## src/rtl/bkpt_pkg.sv

```systemverilog
package bkpt_pkg;

    typedef enum logic [1:0] {
        ST_IDLE,
        ST_GIVE_WORD,
        ST_GIVE_ERR,
        ST_PASS
    } ack_state_e;

    localparam logic [2:0] FC_CPU_SPACE = 3'b111;
    localparam int         SPACE_W      = 4;
    localparam logic [SPACE_W-1:0] SPACE_BKPT = '0;

endpackage

```

## src/rtl/bkpt_decode.sv

```systemverilog
module bkpt_decode
    import bkpt_pkg::*;
(
    input  logic               as_n,
    input  logic               read,
    input  logic [2:0]         fcode,
    input  logic [SPACE_W-1:0] a_space,
    output logic               claim,
    output logic               foreign
);

    logic strobe;
    logic is_bkpt;

    always_comb begin
        strobe  = !as_n;
        is_bkpt = read && (fcode == FC_CPU_SPACE) && (a_space == SPACE_BKPT);
        claim   = strobe && is_bkpt;
        foreign = strobe && !is_bkpt;
    end

endmodule

```

## src/rtl/bkpt_table.sv

```systemverilog
module bkpt_table #(
    parameter int NUM_BP = 8,
    parameter int WORD_W = 16,
    localparam int IDX_W = $clog2(NUM_BP)
) (
    input  logic              clk,
    input  logic              rst_n,
    input  logic              wr_go,
    input  logic [IDX_W-1:0]  wr_idx,
    input  logic [WORD_W-1:0] wr_word,
    input  logic              wr_enable,
    input  logic [IDX_W-1:0]  rd_idx,
    output logic [WORD_W-1:0] rd_word,
    output logic              rd_enable
);

    logic [WORD_W-1:0] word_q [NUM_BP];
    logic              en_q   [NUM_BP];

    for (genvar g = 0; g < NUM_BP; g++) begin : g_entry
        always_ff @(posedge clk or negedge rst_n) begin
            if (!rst_n) begin
                word_q[g] <= '0;
                en_q[g]   <= 1'b0;
            end else if (wr_go && (wr_idx == IDX_W'(g))) begin
                word_q[g] <= wr_word;
                en_q[g]   <= wr_enable;
            end
        end
    end

    always_comb begin
        rd_word   = word_q[rd_idx];
        rd_enable = en_q[rd_idx];
    end

endmodule

```

## src/rtl/bkpt_hitcnt.sv

```systemverilog
module bkpt_hitcnt #(
    parameter int NUM_BP = 8,
    parameter int CNT_W  = 8,
    localparam int IDX_W = $clog2(NUM_BP)
) (
    input  logic             clk,
    input  logic             rst_n,
    input  logic             hit,
    input  logic [IDX_W-1:0] hit_idx,
    input  logic [IDX_W-1:0] sel,
    output logic [CNT_W-1:0] count
);

    localparam logic [CNT_W-1:0] CNT_MAX = '1;

    logic [CNT_W-1:0] cnt_q [NUM_BP];

    for (genvar g = 0; g < NUM_BP; g++) begin : g_cnt
        always_ff @(posedge clk or negedge rst_n) begin
            if (!rst_n) begin
                cnt_q[g] <= '0;
            end else if (hit && (hit_idx == IDX_W'(g)) && (cnt_q[g] != CNT_MAX)) begin
                cnt_q[g] <= cnt_q[g] + 1'b1;
            end
        end
    end

    assign count = cnt_q[sel];

endmodule

```

## src/rtl/bkpt_fsm.sv

```systemverilog
module bkpt_fsm
    import bkpt_pkg::*;
#(
    parameter int WORD_W = 16
) (
    input  logic              clk,
    input  logic              rst_n,
    input  logic              as_n,
    input  logic              claim,
    input  logic              foreign,
    input  logic              entry_en,
    input  logic [WORD_W-1:0] entry_word,
    output logic              take,
    output logic              dack,
    output logic              berr,
    output logic [WORD_W-1:0] data_out
);

    ack_state_e        state_q;
    ack_state_e        state_d;
    logic [WORD_W-1:0] word_q;

    // next-state logic
    always_comb begin
        state_d = state_q;
        take    = 1'b0;
        unique case (state_q)
            ST_IDLE: begin
                if (claim) begin
                    take    = 1'b1;
                    state_d = entry_en ? ST_GIVE_WORD : ST_GIVE_ERR;
                end else if (foreign) begin
                    state_d = ST_PASS;
                end
            end
            ST_GIVE_WORD: if (as_n) state_d = ST_IDLE;
            ST_GIVE_ERR:  if (as_n) state_d = ST_IDLE;
            ST_PASS:      if (as_n) state_d = ST_IDLE;
        endcase
    end

    // state register and captured word
    always_ff @(posedge clk or negedge rst_n) begin
        if (!rst_n) begin
            state_q <= ST_IDLE;
            word_q  <= '0;
        end else begin
            state_q <= state_d;
            if (take) begin
                word_q <= entry_word;
            end
        end
    end

    // outputs
    always_comb begin
        dack     = 1'b0;
        berr     = 1'b0;
        data_out = '0;
        unique case (state_q)
            ST_GIVE_WORD: begin
                dack     = 1'b1;
                data_out = word_q;
            end
            ST_GIVE_ERR:  berr = 1'b1;
            ST_IDLE, ST_PASS: ;
        endcase
    end

endmodule

```

## src/rtl/bkpt_ack_responder.sv

```systemverilog
module bkpt_ack_responder
    import bkpt_pkg::*;
#(
    parameter int NUM_BP = 8,
    parameter int WORD_W = 16,
    parameter int CNT_W  = 8,
    localparam int IDX_W = $clog2(NUM_BP)
) (
    input  logic               clk,
    input  logic               rst_n,
    input  logic               as_n,
    input  logic               read,
    input  logic [2:0]         fcode,
    input  logic [SPACE_W-1:0] a_space,
    input  logic [IDX_W-1:0]   a_bpnum,
    output logic               dack,
    output logic               berr,
    output logic [WORD_W-1:0]  data_out,
    input  logic               cfg_we,
    input  logic [IDX_W-1:0]   cfg_idx,
    input  logic [WORD_W-1:0]  cfg_word,
    input  logic               cfg_en,
    input  logic [IDX_W-1:0]   hit_sel,
    output logic [CNT_W-1:0]   hit_count,
    input  logic               evt_clear,
    output logic               evt_valid,
    output logic [IDX_W-1:0]   evt_num
);

    logic              claim;
    logic              foreign;
    logic              take;
    logic              entry_en;
    logic [WORD_W-1:0] entry_word;
    logic              cfg_go;

    assign cfg_go = cfg_we && as_n;

    bkpt_decode u_decode (
        .as_n    (as_n),
        .read    (read),
        .fcode   (fcode),
        .a_space (a_space),
        .claim   (claim),
        .foreign (foreign)
    );

    bkpt_table #(.NUM_BP(NUM_BP), .WORD_W(WORD_W)) u_table (
        .clk       (clk),
        .rst_n     (rst_n),
        .wr_go     (cfg_go),
        .wr_idx    (cfg_idx),
        .wr_word   (cfg_word),
        .wr_enable (cfg_en),
        .rd_idx    (a_bpnum),
        .rd_word   (entry_word),
        .rd_enable (entry_en)
    );

    bkpt_fsm #(.WORD_W(WORD_W)) u_fsm (
        .clk        (clk),
        .rst_n      (rst_n),
        .as_n       (as_n),
        .claim      (claim),
        .foreign    (foreign),
        .entry_en   (entry_en),
        .entry_word (entry_word),
        .take       (take),
        .dack       (dack),
        .berr       (berr),
        .data_out   (data_out)
    );

    bkpt_hitcnt #(.NUM_BP(NUM_BP), .CNT_W(CNT_W)) u_hitcnt (
        .clk     (clk),
        .rst_n   (rst_n),
        .hit     (take),
        .hit_idx (a_bpnum),
        .sel     (hit_sel),
        .count   (hit_count)
    );

    always_ff @(posedge clk or negedge rst_n) begin
        if (!rst_n) begin
            evt_valid <= 1'b0;
            evt_num   <= '0;
        end else if (take) begin
            evt_valid <= 1'b1;
            evt_num   <= a_bpnum;
        end else if (evt_clear) begin
            evt_valid <= 1'b0;
        end
    end

endmodule

```

## config.mk

```make
export PLATFORM = sky130hd
export DESIGN_NAME = bkpt_ack_responder
export DESIGN_NICKNAME = d
export VERILOG_FILES = /design/src/rtl/bkpt_pkg.sv /design/src/rtl/bkpt_decode.sv /design/src/rtl/bkpt_table.sv /design/src/rtl/bkpt_hitcnt.sv /design/src/rtl/bkpt_fsm.sv /design/src/rtl/bkpt_ack_responder.sv
export SDC_FILE = /design/constraint.sdc
export NUM_CORES = 1
export LEC_CHECK = 0
export BUFFER_PORTS_ARGS = -buffer_cell sky130_fd_sc_hd__buf_2
export CELL_PAD_IN_SITES_DETAIL_PLACEMENT = 0
export CELL_PAD_IN_SITES_GLOBAL_PLACEMENT = 2
export CORE_MARGIN = 2
export CORE_UTILIZATION = 40
export DETAILED_ROUTE_END_ITERATION = 12
export PLACE_DENSITY_LB_ADDON = 0.08
export SYNTH_ARGS = -nofsm -noshare
export SYNTH_HDL_FRONTEND = slang
export SYNTH_SLANG_ARGS = --single-unit
export TNS_END_PERCENT = 1
```

## constraint.sdc

```tcl
create_clock -name clk -period 4.1 [get_ports clk]
set_input_delay 0.615 -clock clk [delete_from_list [all_inputs] [get_ports clk]]
set_output_delay 0.615 -clock clk [all_outputs]
set_load 0.05 [all_outputs]
```

Word level (Yosys, flattened, before mapping)

Index checks and enable logic that the tools add are counted.

Bitwise gates (word level): 2
Equal/unequal tests: 28
Reductions and logical operators: 38
$lt $le $gt $ge: 2
$add $sub $neg: 8
Multiplexer cells: 21

Operator list:

| cell                  | number |
|---|---|
| $add A8 B1 Y8 const B | 8 |
| $ne A8 B8 Y1 const B  | 8 |
| $bmux W16 S3          | 1 |
| $mux W16              | 3 |
| $logic_and A1 B1 Y1   | 29 |
| $eq A3 B3 Y1 const B  | 9 |
| $bmux W8 S3           | 1 |
| $mux W8               | 2 |
| $eq A3 B2 Y1 const B  | 4 |
| $ge A4 B4 Y1 const B  | 2 |
| $mux W1               | 8 |
| $mux W2               | 4 |
| $not A3 Y4            | 2 |
| $eq A3 B1 Y1 const B  | 2 |
| $logic_not A3 Y1      | 2 |
| $eq A2 B2 Y1 const B  | 2 |
| $logic_not A4 Y1      | 1 |
| $pmux W2 S2           | 1 |
| $bmux W1 S3           | 1 |
| $ne A3 B3 Y1 const B  | 1 |
| $reduce_or A3 Y1      | 1 |
| $eq A2 B1 Y1 const B  | 1 |
| $logic_not A1 Y1      | 2 |
| $logic_not A2 Y1      | 1 |
| other kinds (3)       | 3 |

Bits of input ports: 39
Logic and storage cells: 127
Flip-flop bits (word level): 222
Output and inout bits: 30

Depth between registers and ports, before layout

Depth after elaboration: 8
Mapped depth: 7
Depth with buffers taken out: 6

Modules after synthesis

A second synthesis with hierarchy kept.

Cells, all modules: 769
Area, all modules: 11,053.1 µm²

Modules (own cells, without submodules):

| module             | area each (µm²) | times used | sequential area each (µm²) | cells each |
|---|---|---|---|---|
| bkpt_table         | 6,306.0         | 1          | 3,403.3                    | 356 |
| bkpt_hitcnt        | 3,687.3         | 1          | 1,601.5                    | 332 |
| bkpt_fsm           | 873.3           | 1          | 450.4                      | 67 |
| bkpt_ack_responder | 152.6           | 1          | 100.1                      | 10 |
| bkpt_decode        | 33.8            | 1          | 0.0                        | 4 |

Worst setup path after synthesis

No wires, ideal clock.

Path type: input to output
Start point: input port hit_sel[0]
End point: output port hit_count[4]
Cell stages on the path: 4
Data required time: 3.485 ns
Arrival time: 1.975 ns
Path buffers: 2
Slack: 1.510 ns
Cell sequence: buf_2 -> buf_2 -> mux4_2 -> mux2_2

Longest elaborated chain between the ends: 4

Ends and longest elaborated chain:

| what                                        | RTL line                 | RTL |
|---|---|---|
| from (decl)                                 | bkpt_ack_responder.sv:23 | `input logic [IDX_W-1:0] hit_sel,` |
| $not A3 Y4 (not written as such)            | bkpt_hitcnt.sv:28        | `assign count = cnt_q[sel];` |
| $bmux W8 S3                                 | bkpt_hitcnt.sv:28        |  |
| $mux W8 (not written as such) (2 in series) | bkpt_hitcnt.sv:28        |  |
| to (decl)                                   | bkpt_ack_responder.sv:24 | `output logic [CNT_W-1:0] hit_count,` |

Every way passes these cells. The select of a mux whose other input is x is not followed.

Worst setup path after layout

Start point: register u_fsm.state_q[0]
End point: output port data_out[8]

Longest elaborated chain between the ends: 2

Ends and longest elaborated chain:

| what                   | RTL line                 | RTL |
|---|---|---|
| from (decl)            | bkpt_fsm.sv:19           | `ack_state_e state_q;` |
| from (signal assigned) | bkpt_fsm.sv:48           | `state_q <= state_d;` |
| $eq A2 B1 Y1           | bkpt_fsm.sv:60           | `unique case (state_q)` |
| $mux W16               | bkpt_fsm.sv:60           |  |
| to (decl)              | bkpt_ack_responder.sv:18 | `output logic [WORD_W-1:0] data_out,` |

Every way passes these cells.

==> insert_results.sql <==
INSERT INTO impl_metrics (metric_group, metric, value, unit) VALUES
('floorplan', 'design.core.area', '26700', 'um^2'),
('clock_network', 'tritoncts_num_sinks', '222', ''),
('clock_network', 'clock_tree_from_tritoncts', 'built', ''),
('min_path', 'hold_class', 'in -> async', ''),
('critical_path', 'ff2ff_setup_slack', '1.94', 'ns'),
('timing', 'final.setup_skew', '0.00649', 'ns'),
('drt', 'detail_route.vias_per_cell', '5.51', ''),
('floorplan', 'overall_die_width', '168', 'um'),
('drt', 'vias', '6596', ''),
('critical_path', 'worstSetupPathType', 'reg -> out', ''),
('synth', 'syn_area_per_cell', '14.1', 'um^2'),
('clock_network', 'cts-buffers-inserted', '27', ''),
('synth', 'syn-instance-count', '763', ''),
('power', 'pwr_density_cell', '452', 'nW/um^2'),
('grt', 'antenna_found_initial', '2', ''),
('power', 'sequentialPowerShare', '48.3', '%'),
('floorplan', 'floorplan.io_pins', '69', ''),
('critical_path', 'timing.reg2reg.worst_path_depth', '4', ''),
('critical_path', 'worstReg2RegStart', 'u_fsm.state_q[0]', ''),
('drt', 'finalWirelength', '25.8', 'mm'),
('timing', 'tightest_slew', '0.877', 'ns'),
('critical_path', 'critical_path.n_buffers_inverters', '2', ''),
('place', 'io_buffer_count', '68', ''),
('grt', 'global_route_wire_length_before_repair', '41.4', 'mm'),
('timing', 'slew-limit-headroom', '41.6', '%'),
('timing', 'post-route-period-util', '65.0', '%'),
('critical_path', 'cpMaxStageDelayCell', 'sky130_fd_sc_hd__dfrtp_1', ''),
('cells_and_area', 'nNetsFinal', '888', ''),
('cells_and_area', 'diodes', '0', ''),
('timing', 'achievable-frequency', '0.375', 'GHz'),
('timing', 'tns_setup', '0', 'ns'),
('critical_path', 'r2r_endpoint', 'u_hitcnt.cnt_q[17]', ''),
('floorplan', 'floorplan.rows', '60', ''),
('floorplan', 'floorplan.die.height', '168', 'um'),
('critical_path', 'cp_data_arrival_time', '2.05', 'ns'),
('run', 'maxCapViolations', '0', ''),
('grt', 'via_count_of_the_first_global_routing_pass', '7057', ''),
('power', 'power_report.internal_total', '0.00420', 'W'),
('clock_network', 'clock_latency', '0.54', 'ns'),
('cells_and_area', 'layout-drive-gt1-share', '40.3', '%'),
('timing', 'hold_violations', '0', ''),
('synth', 'synth_seq_area_share', '51.7', '%'),
('power', 'p_leak', '5.53', 'nW'),
('synth', 'synth_enable_flop_cells', '0', ''),
('synth', 'synth_seq_cells', '222', ''),
('synth', 'synth-warning-count', '0', ''),
('place', 'postPlaceCellArea', '11500', 'um^2'),
('synth', 'yosysUniqueCellTypes', '51', ''),
('critical_path', 'critical_path_cell_by_cell', 'nor2b_1 > buf_4 > and2_1 > buf_2', ''),
('clock_network', 'ctsResizeCount', '0', ''),
('timing', 'layout_min_cycle_time', '2.67', 'ns'),
('floorplan', 'dieArea', '28200', 'um^2'),
('place', 'gp_congestion', '0.800', ''),
('critical_path', 'setup.worst_path.end', 'data_out[8]', ''),
('synth', 'synth_fp_nets', '810', ''),
('power', 'irDropWorstVdd', '0.262', 'mV'),
('power', 'switching_fraction', '24.1', '%'),
('critical_path', 'type_of_origin_of_the_critical_path', 'flop', ''),
('place', 'dp.final_hpwl', '16.7', 'mm'),
('clock_network', 'clk_path_buf_depth', '3', ''),
('run_status', 'run_status', 'finished clean', ''),
('drt', 'remaining_drc_errors', '0', ''),
('clock_network', 'cts.root.buffer_cell', 'sky130_fd_sc_hd__clkbuf_16', ''),
('timing', 'unrepaired_setup_endpoints_after_global_routing', 'false', ''),
('grt', 'grt_remaining_overflow', '0', ''),
('power', 'power.share.combinational', '13.0', '%'),
('drt', 'final_antenna_net_count', '0', ''),
('critical_path', 'crit_cells', '4', ''),
('timing', 'setup_viol', '0', ''),
('clock_network', 'h-tree-depth', '1', ''),
('cells_and_area', 'postLayoutCoreUtil', '45.9', '%');
[power groups by stage]
stage          Clock, W  Sequential, W  Combinational (W)
2_1_floorplan         0        0.00265           0.000560
3_3_place_gp          0        0.00268           0.000706
3_5_place_dp          0        0.00271           0.000731
4_1_cts         0.00221        0.00267           0.000734
5_1_grt         0.00232        0.00271           0.000785
6_report        0.00214        0.00267           0.000719
[metal layers]
| metal | vias to the layer above | track usage, % | wire (um) |
|---|---|---|---|
| li1 | 2996 | - | - |
| met1 | 3431 | 24.6 | 11300 |
| met2 | 124 | 33.2 | 13100 |
| met3 | 43 | 2.94 | 968 |
| met4 | 2 | 4.35 | 530 |
| met5 | - | 0 | 13 |
[worst min path at each step]
| stage | start | cells past startpoint | end |
|---|---|---|---|
| after floorplan | rst_n | 0 | evt_num[0] |
| after global placement | evt_num[1] | 2 | evt_num[1] |
| after detailed placement | evt_num[1] | 2 | evt_num[1] |
| after CTS | rst_n | 1 | u_hitcnt.cnt_q[28] |
| after global routing | rst_n | 1 | u_hitcnt.cnt_q[31] |
| final | rst_n | 1 | u_hitcnt.cnt_q[28] |
[synthesized netlist by cell type, types with 3 or more instances]
| cell | n | share of area (%) |
|---|---|---|
| sky130_fd_sc_hd__dfrtp_1 | 222 | 52 |
| sky130_fd_sc_hd__mux2_2 | 146 | 15 |
| sky130_fd_sc_hd__mux4_2 | 50 | 10 |
| sky130_fd_sc_hd__nand2_1 | 40 | 1.4 |
| sky130_fd_sc_hd__nand4_1 | 29 | 1.7 |
| sky130_fd_sc_hd__xnor2_1 | 23 | 1.9 |
| sky130_fd_sc_hd__xor2_1 | 20 | 1.6 |
| sky130_fd_sc_hd__o21ai_0 | 19 | 0.88 |
| sky130_fd_sc_hd__mux2i_1 | 18 | 1.7 |
| sky130_fd_sc_hd__nand3_1 | 18 | 0.84 |
| sky130_fd_sc_hd__and2_1 | 16 | 0.93 |
| sky130_fd_sc_hd__buf_2 | 15 | 0.70 |
| sky130_fd_sc_hd__and3_1 | 14 | 0.81 |
| sky130_fd_sc_hd__nor2_1 | 14 | 0.49 |
| sky130_fd_sc_hd__nor3_1 | 12 | 0.56 |
| sky130_fd_sc_hd__mux2_4 | 10 | 1.4 |
| sky130_fd_sc_hd__a21oi_1 | 8 | 0.37 |
| sky130_fd_sc_hd__ha_1 | 8 | 0.93 |
| sky130_fd_sc_hd__clkbuf_1 | 7 | 0.24 |
| sky130_fd_sc_hd__inv_1 | 7 | 0.24 |
| sky130_fd_sc_hd__nor3_2 | 7 | 0.65 |
| sky130_fd_sc_hd__a31oi_1 | 6 | 0.35 |
| sky130_fd_sc_hd__buf_4 | 6 | 0.42 |
| sky130_fd_sc_hd__and4_1 | 5 | 0.41 |
| sky130_fd_sc_hd__nor2b_1 | 5 | 0.29 |
| sky130_fd_sc_hd__buf_6 | 4 | 0.42 |
| sky130_fd_sc_hd__nor4_1 | 3 | 0.17 |
| sky130_fd_sc_hd__nor4b_4 | 3 | 0.66 |
[stage by stage]
step / setup slack, ns / total power [W] / hold WS, ns / instances
final: 1.43 / 0.00554 / 0.149 / 1197
after global routing: 1.31 / 0.00582 / 0.189 / 1197
after CTS: 1.38 / 0.00562 / 0.187 / 1197
after detailed placement: 1.43 / 0.00344 / 0.458 / 1153
after global placement: 1.46 / 0.00339 / 0.452 / 1153
after floorplan: 1.51 / 0.00321 / 0.319 / 763
[layout by cell type, fill, tap and decap left out, drive strengths merged, types with 2 or more instances in the layout]
| cell | netlist | final |
|---|---|---|
| dfrtp | 222 | 222 |
| mux2 | 156 | 156 |
| buf | 27 | 83 |
| mux4 | 50 | 50 |
| nand2 | 41 | 41 |
| clkbuf | 7 | 39 |
| nand4 | 30 | 30 |
| xnor2 | 23 | 23 |
| xor2 | 20 | 20 |
| o21ai | 20 | 20 |
| nand3 | 19 | 19 |
| nor3 | 19 | 19 |
| mux2i | 18 | 18 |
| and2 | 17 | 17 |
| nor2 | 16 | 16 |
| and3 | 14 | 14 |
| a21oi | 8 | 8 |
| ha | 8 | 8 |
| inv | 7 | 8 |
| a31oi | 6 | 6 |
| nor2b | 5 | 5 |
| and4 | 5 | 5 |
| nor4 | 5 | 5 |
| nor4b | 4 | 4 |
| clkinv | 0 | 3 |
| nand2b | 2 | 2 |
| and4b | 2 | 2 |
| nor3b | 2 | 2 |
| or4 | 2 | 2 |
[layout make-up]
class                           count  area (um^2)
Inverter                            7         26.3
Sequential cell                   222         5560
Multi-Input combinational cell    500         4970
Clock inverter                      5         42.5
Fill cell                        2385        14400
Timing Repair Buffer               83          475
Clock buffer                       39          741
Tap cell                          341          427
[registers in the layout, indices dropped and copies added (netlist names)]
signal          flops
u_table.word_q    128
evt_valid           1
u_fsm.state_q       2
evt_num             3
u_fsm.word_q       16
u_hitcnt.cnt_q     64
u_table.en_q        8
[logic make-up (layout without fill, tap and decap cells)]
family | count (synthesis) | after routing | share of synthesized area [%]
AO/OA/AOI/OAI | 38 | 38 | 1.96
XOR/XNOR | 43 | 43 | 3.50
adder cells (fa/ha/maj) | 8 | 8 | 0.931
buffers and inverters | 41 | 134 | 2.10
flip-flops | 222 | 222 | 51.7
multiplexers | 224 | 224 | 28.8
AND/OR/NAND/NOR | 187 | 187 | 11.0
No activity file was read; power rests on OpenSTA's default activity.
